`src/rtl/irq_pkg.sv`:
```
package irq_pkg;
  // Register selected by the address decoder
  typedef enum logic [1:0] {
    SEL_NONE = 2'd0,
    SEL_A    = 2'd1,
    SEL_B    = 2'd2
  } reg_sel_e;

  // Bit positions inside a control register
  localparam int GIE_BIT  = 0;
  localparam int FLAG_LSB = 4;
endpackage

```
`src/rtl/irq_flag_bank.sv`:
```
module irq_flag_bank
  import irq_pkg::*;
#(
  parameter int N_SRC  = 6,
  parameter int AW     = 8,
  parameter int DW     = 8,
  parameter logic [AW-1:0] ADDR_A = 8'h0B,
  parameter logic [AW-1:0] ADDR_B = 8'h1E
) (
  input  logic             clk,
  input  logic             rst,
  input  logic [N_SRC-1:0] evt_i,
  input  logic             we_i,
  input  logic [AW-1:0]    addr_i,
  input  logic [DW-1:0]    wdata_i,
  input  logic [N_SRC-1:0] clr_mask_i,
  input  logic             clr_gie_i,
  input  logic             set_gie_i,
  input  logic             stack_full_i,
  output logic [DW-1:0]    rdata_o,
  output logic [N_SRC-1:0] elig_o
);
  localparam int HALF = N_SRC / 2;

  logic [N_SRC-1:0] flg_q, flg_n, en_q, en_n;
  logic             gie_q, gie_n;
  reg_sel_e         sel;
  logic [DW-1:0]    view_a, view_b, rd_n;

  always_comb begin
    if (addr_i == ADDR_A)      sel = SEL_A;
    else if (addr_i == ADDR_B) sel = SEL_B;
    else                       sel = SEL_NONE;
  end

  // Update order: software write, then reti, then acknowledge, then events
  always_comb begin
    flg_n = flg_q;
    en_n  = en_q;
    gie_n = gie_q;
    if (we_i && sel == SEL_A) begin
      gie_n                = wdata_i[GIE_BIT];
      en_n[0 +: HALF]      = wdata_i[1 +: HALF];
      flg_n[0 +: HALF]     = wdata_i[FLAG_LSB +: HALF];
    end else if (we_i && sel == SEL_B) begin
      en_n[HALF +: HALF]   = wdata_i[0 +: HALF];
      flg_n[HALF +: HALF]  = wdata_i[FLAG_LSB +: HALF];
    end
    if (set_gie_i) gie_n = 1'b1;
    if (clr_gie_i) gie_n = 1'b0;
    flg_n = (flg_n & ~clr_mask_i) | evt_i;
  end

  always_comb begin
    view_a                   = '0;
    view_a[GIE_BIT]          = gie_q;
    view_a[1 +: HALF]        = en_q[0 +: HALF];
    view_a[FLAG_LSB +: HALF] = flg_q[0 +: HALF];
    view_b                   = '0;
    view_b[0 +: HALF]        = en_q[HALF +: HALF];
    view_b[FLAG_LSB +: HALF] = flg_q[HALF +: HALF];
    case (sel)
      SEL_A:   rd_n = view_a;
      SEL_B:   rd_n = view_b;
      default: rd_n = '0;
    endcase
  end

  always_ff @(posedge clk) begin
    if (rst) begin
      flg_q   <= '0;
      en_q    <= '0;
      gie_q   <= 1'b0;
      rdata_o <= '0;
    end else begin
      flg_q   <= flg_n;
      en_q    <= en_n;
      gie_q   <= gie_n;
      rdata_o <= rd_n;
    end
  end

  assign elig_o = flg_q & en_q & {N_SRC{gie_q & ~stack_full_i}};

  // every event pulse leaves its flag set
  assert_evt_sets_flag_R3: assert property (@(posedge clk) disable iff (rst)
    (evt_i != '0) |=> ((flg_q & $past(evt_i)) == $past(evt_i)));

  // acknowledge clears the master enable, whatever else happens
  assert_ack_clears_gie_R8: assert property (@(posedge clk) disable iff (rst)
    clr_gie_i |=> !gie_q);

  // reti sets the master enable unless an acknowledge collides
  assert_reti_sets_gie_R10: assert property (@(posedge clk) disable iff (rst)
    (set_gie_i && !clr_gie_i) |=> gie_q);

  // reserved bits are written as zero
  assert_rsvd_zero_R2: assert property (@(posedge clk) disable iff (rst)
    (we_i && sel != SEL_NONE) |->
      (!wdata_i[DW-1] && (sel != SEL_B || !wdata_i[FLAG_LSB-1])));
endmodule

```
`src/rtl/irq_prio_pick.sv`:
```
module irq_prio_pick #(
  parameter int N_SRC = 6,
  localparam int IW   = (N_SRC > 1) ? $clog2(N_SRC) : 1
) (
  input  logic [N_SRC-1:0] req_i,
  output logic [N_SRC-1:0] grant_o,
  output logic [IW-1:0]    idx_o,
  output logic             any_o
);
  // Lowest index wins: scan from the bottom of the priority list upward
  always_comb begin
    grant_o = '0;
    idx_o   = '0;
    for (int i = N_SRC - 1; i >= 0; i--) begin
      if (req_i[i]) begin
        grant_o    = '0;
        grant_o[i] = 1'b1;
        idx_o      = IW'(i);
      end
    end
  end

  assign any_o = |req_i;
endmodule

```
`src/rtl/irq_call_seq.sv`:
```
module irq_call_seq #(
  parameter int N_SRC    = 6,
  parameter int VW       = 8,
  parameter int VEC_BASE = 4,
  parameter int VEC_STEP = 4,
  localparam int IW      = (N_SRC > 1) ? $clog2(N_SRC) : 1
) (
  input  logic             clk,
  input  logic             rst,
  input  logic             stb_i,
  input  logic             stack_full_i,
  input  logic [N_SRC-1:0] grant_i,
  input  logic [IW-1:0]    idx_i,
  input  logic             any_i,
  input  logic             ack_i,
  output logic             call_req_o,
  output logic [VW-1:0]    call_vec_o,
  output logic [N_SRC-1:0] clr_mask_o,
  output logic             clr_gie_o
);
  logic             pend_q;
  logic [N_SRC-1:0] gnt_q;
  logic             ack_fire;
  logic             launch;

  assign ack_fire   = pend_q & ack_i;
  assign launch     = stb_i & ~pend_q & any_i;
  assign clr_mask_o = ack_fire ? gnt_q : '0;
  assign clr_gie_o  = ack_fire;

  always_ff @(posedge clk) begin
    if (rst) begin
      pend_q     <= 1'b0;
      gnt_q      <= '0;
      call_req_o <= 1'b0;
      call_vec_o <= '0;
    end else begin
      call_req_o <= 1'b0;
      if (ack_fire) pend_q <= 1'b0;
      if (launch) begin
        pend_q     <= 1'b1;
        call_req_o <= 1'b1;
        gnt_q      <= grant_i;
        call_vec_o <= VW'(VEC_BASE + int'(idx_i) * VEC_STEP);
      end
    end
  end

  // a call follows a strobe by exactly one cycle
  assert_req_after_stb_R6: assert property (@(posedge clk) disable iff (rst)
    call_req_o |-> $past(stb_i));

  // the call request is a single-cycle pulse
  assert_req_pulse_R6: assert property (@(posedge clk) disable iff (rst)
    call_req_o |=> !call_req_o);

  // no call is launched while the return stack is full
  assert_no_call_full_R5: assert property (@(posedge clk) disable iff (rst)
    call_req_o |-> !$past(stack_full_i));

  // an outstanding call blocks new calls until acknowledged
  assert_one_outstanding_R9: assert property (@(posedge clk) disable iff (rst)
    (pend_q && !ack_i) |=> !call_req_o);
endmodule

```
`src/rtl/irq_vector_ctrl.sv`:
```
module irq_vector_ctrl #(
  parameter int N_SRC    = 6,
  parameter int AW       = 8,
  parameter int DW       = 8,
  parameter int VW       = 8,
  parameter int VEC_BASE = 4,
  parameter int VEC_STEP = 4,
  parameter logic [AW-1:0] ADDR_A = 8'h0B,
  parameter logic [AW-1:0] ADDR_B = 8'h1E
) (
  input  logic             clk,
  input  logic             rst,
  input  logic             phase_stb_i,
  input  logic [N_SRC-1:0] evt_i,
  input  logic             stack_full_i,
  input  logic             reg_we_i,
  input  logic [AW-1:0]    reg_addr_i,
  input  logic [DW-1:0]    reg_wdata_i,
  output logic [DW-1:0]    reg_rdata_o,
  output logic             call_req_o,
  output logic [VW-1:0]    call_vec_o,
  input  logic             call_ack_i,
  input  logic             reti_i
);
  localparam int IW = (N_SRC > 1) ? $clog2(N_SRC) : 1;

  logic [N_SRC-1:0] elig, grant, clr_mask;
  logic [IW-1:0]    idx;
  logic             any, clr_gie;

  irq_flag_bank #(
    .N_SRC(N_SRC), .AW(AW), .DW(DW), .ADDR_A(ADDR_A), .ADDR_B(ADDR_B)
  ) u_bank (
    .clk(clk), .rst(rst), .evt_i(evt_i), .we_i(reg_we_i),
    .addr_i(reg_addr_i), .wdata_i(reg_wdata_i), .clr_mask_i(clr_mask),
    .clr_gie_i(clr_gie), .set_gie_i(reti_i), .stack_full_i(stack_full_i),
    .rdata_o(reg_rdata_o), .elig_o(elig)
  );

  irq_prio_pick #(.N_SRC(N_SRC)) u_pick (
    .req_i(elig), .grant_o(grant), .idx_o(idx), .any_o(any)
  );

  irq_call_seq #(
    .N_SRC(N_SRC), .VW(VW), .VEC_BASE(VEC_BASE), .VEC_STEP(VEC_STEP)
  ) u_seq (
    .clk(clk), .rst(rst), .stb_i(phase_stb_i), .stack_full_i(stack_full_i),
    .grant_i(grant), .idx_i(idx), .any_i(any), .ack_i(call_ack_i),
    .call_req_o(call_req_o), .call_vec_o(call_vec_o),
    .clr_mask_o(clr_mask), .clr_gie_o(clr_gie)
  );
endmodule

```
`config.mk`:
```
export PLATFORM = sky130hd
export DESIGN_NAME = irq_vector_ctrl
export DESIGN_NICKNAME = d
export VERILOG_FILES = /design/src/rtl/irq_pkg.sv /design/src/rtl/irq_flag_bank.sv /design/src/rtl/irq_prio_pick.sv /design/src/rtl/irq_call_seq.sv /design/src/rtl/irq_vector_ctrl.sv
export SDC_FILE = /design/constraint.sdc
export NUM_CORES = 1
export LEC_CHECK = 0
export ABC_AREA = 1
export BUFFER_PORTS_ARGS = -buffer_cell sky130_fd_sc_hd__buf_2
export CAP_MARGIN = 10
export CORE_UTILIZATION = 54
export DETAILED_ROUTE_END_ITERATION = 10
export PLACE_DENSITY = 0.83
export SLEW_MARGIN = 15
export SYNTH_ARGS = -nofsm -noshare
export SYNTH_HDL_FRONTEND = slang
export SYNTH_SLANG_ARGS = --single-unit
export TNS_END_PERCENT = 20
```
`constraint.sdc`:
```
create_clock -name clk -period 2.4 [get_ports clk]
set_input_delay 0.48 -clock clk [delete_from_list [all_inputs] [get_ports clk]]
set_output_delay 0.48 -clock clk [all_outputs]
set_load 0.01 [all_outputs]
```
==> key figures <==
Critical path
  – Crit-path max FO: 12
  – Startpoint types: register
  – Crit path arrival time: 1600 ps
  – Worst reg2reg path depth: 8
  – Worst EP required: 2630 ps
  – End of the worst register-to-register path: u_seq.gnt_q[0]
  – Crit Path Category: reg2reg
  – RR Startpoint: u_bank.flg_q[4]
  – FF-to-FF setup slack: 1030 ps
  – Crit end category: register

Floorplanning
  – Die outline area: 3010 sq um
  – Starting density of the core: 58.8%
  – FP Rows: 18
  – Num ports: 46
  – Die Wd: 54.9 um
  – Die Y: 54.9 um
  – Core region area: 2570 sq um

Final layout
  – Share of cells above drive strength 1: 22.5%
  – Final Net Count: 286
  – Area grow syn2layout: 16.6%
  – Diodes inserted: 0

Clocking
  – Clock Latency Late Sink: 340 ps
  – Clock sinks: 32
  – CTS Buf Count: 5
  – Setup bufs post-CTS: 0
  – H-tree levels: 2
  – CTS tree: built
  – # hold bufs at CTS: 0
  – CTS resizes: 0
  – Clock slew at reported path FFs: 100 ps
  – Longest Clk Path Bufs: 2
  – CTS root buffer: clkbuf_4

Detailed routing
  – Initial DRT Pass Iterations: 4
  – Via count: 1,393
  – DRT iter0 DRCs: 25
  – Avg WL per Cell: 10.9 um
  – Final wirelength: 3130 um
  – Drt drc: 0
  – Final ANT Viol Nets: 0
  – Drt via density: 4.84

Global route
  – Initial antenna violation count: 0
  – Number of global-route vias before repair: 1,256
  – Total GRT Usage: 26.3%
  – Gr ovfl total: 0
  – Largest net degree at the start of global routing: 17
  – First-pass GRT wire length: 5270 um

Power
  – Seq pwr share: 58.1%
  – Pwr Total: 0.000942 W
  – Sw frac: 24.8%
  – Power Density: 535 nW/um^2
  – Combinational share of power: 7.5%
  – Clock power share: 34.4%
  – Sw power: 0.000234 W
  – VDD IR max: 0.000414 V
  – Cell Int Power: 0.000708 W
  – Static leakage: 0.883 nW

Logic synthesis
  – Post-synthesis xor/xnor area fraction: 0%
  – Synth unique cells: 25
  – Register bit total from synthesis: 32
  – Post-Synth Adder-Cell Area: 0%
  – Post-Syn Area: 1510 sq um
  – Area leader, netlist: dfxtp_1
  – Mean post-synth cell area: 6.99 sq um
  – Post-synthesis simple-gate area fraction: 28.7%
  – Seq/Total Area, Yosys: 42.4%
  – Syn Inst Count: 216
  – Multiplexer area fraction after synthesis: 0%
  – Combinational family with the most area after synthesis: simple AND/OR/NAND/NOR gates
  – Synth top area share: 42.4%
  – Synth Area in Compound Gates: 13.8%
  – Ranking of synthesized cells by area: dfxtp_1 42%, inv_1 10%, nand2_1 10%
  – Synth Warn #: 0

Worst hold path
  – Hold_sp: evt_i[5]
  – Worst Hold Depth: 3
  – Hold-critical path endpoint: u_bank.flg_q[5]
  – Hold Crit Class: in2reg

Timing
  – Post-route clock period utilization: 57.0%
  – Setup-failing EPs final: 0
  – RSZ-0062 raised after global routing: false
  – Slew Limit Fails: 0
  – Final hold vios: 0
  – Final Critical Period: 1370 ps
  – Setup TNS: 0 ps
  – Max Clk Rate: 730 MHz
  – Fin Clk Skew: 11.5 ps

Placement
  – RePlAce Congestion: 0.856
  – Final HPWL DP: 2350 um
  – # port buffers: 39

Status
  – Status: finished clean

Job
  – MaxCap Viol Count: 0
==> area by class of cell <==
cell class                      count  area (sq um)
Multi-Input combinational cell    136           661
Clock inverter                      2          10.0
Sequential cell                    32           641
Tap cell                           30          37.5
Timing Repair Buffer               40           203
Inverter                           42           158
Fill cell                         245           807
Clock buffer                        6          51.3
==> synth_stat cells, drive strengths merged <==
master and number:
nor3b 2, conb 1, nand4 2, nor3 3, o21ai 12, a31oi 1, nand3 21, clkbuf 2
a21o 2, o22ai 6, dfxtp 32, nor2 20, nand2 45, a21oi 17, buf 8, inv 42
==> registers in the layout, summed over array words and instances, names as in the netlist <==
name and count:
u_bank.rdata_o 7, u_bank.en_q 6, u_bank.flg_q 6, u_seq.gnt_q 6
u_seq.call_vec_o 4, u_bank.gie_q 1, u_seq.call_req_o 1, u_seq.pend_q 1
==> critical path: stages, from the launching register on <==
cell and delay [ps]:
dfxtp_1 330, nand2_1 110, nor2_1 80, nor2_1 130, nand3_2 120, nand2_4 170
inv_1 90, o21ai_0 150, nor2_1 70
==> kinds of logic (layout without fill, tap and decap cells) <==
logic type	Yosys count	in the layout
buffers and inverters	52	90
AND/OR/NAND/NOR	93	93
flip-flops	32	32
other	1	5
AO/OA/AOI/OAI	38	38
==> cells in the final DEF (no fill, tap or decap), drive strengths merged <==
cell    count
a21oi      17
a21o        2
clkinv      2
nor3        3
inv        42
buf        40
nor2       20
clkbuf      6
nand4       2
conb        5
o21ai      12
nand3      21
o22ai       6
a31oi       1
nor3b       2
nand2      45
dfxtp      32
==> power by group through the flow <==
stage               clock (W)  sequential [W]  combinational [W]
finish               0.000324        0.000547          0.0000710
global route         0.000355        0.000548          0.0000817
CTS                  0.000328        0.000547          0.0000711
detailed placement          0        0.000559          0.0000706
global placement            0        0.000559          0.0000697
floorplan                   0        0.000557          0.0000473
==> per-layer routing <==
metal / vias to the layer above / global-route usage, % / share of wire [%]
li1: 753 / - / -
met1: 594 / 31.6 / 46
met2: 41 / 40.8 / 46
met3: 5 / 8.61 / 6.0
met4: 0 / 14.5 / 2.1
met5: - / 0 / 0
==> per-stage QoR <==
step / hold WS (ps) / utilization [%] / cells / cell area (sq um) / setup slack (ps)
2_1_floorplan: 439 / - / 220 / 1530 / 1030
3_3_place_gp: 432 / 66.2 / 280 / 1700 / 777
3_5_place_dp: 445 / 66.2 / 280 / 1700 / 739
4_1_cts: 353 / 68.6 / 288 / 1760 / 1040
5_1_grt: 352 / 68.6 / 288 / 1760 / 867
6_report: 360 / 68.6 / 288 / 1760 / 1030
==> worst max path at each step <==
stage	end	start	slack, ps	cells past startpoint
after floorplan	u_bank.flg_q[3]	reg_addr_i[3]	1030	7
after global placement	u_bank.flg_q[0]	reg_addr_i[6]	780	10
after detailed placement	u_bank.flg_q[0]	reg_addr_i[7]	740	10
after CTS	u_seq.gnt_q[0]	u_bank.gie_q	1040	8
after global routing	u_seq.gnt_q[0]	u_bank.flg_q[4]	870	8
final	u_seq.gnt_q[0]	u_bank.flg_q[4]	1030	8
Power figures use the tool's default switching activity.
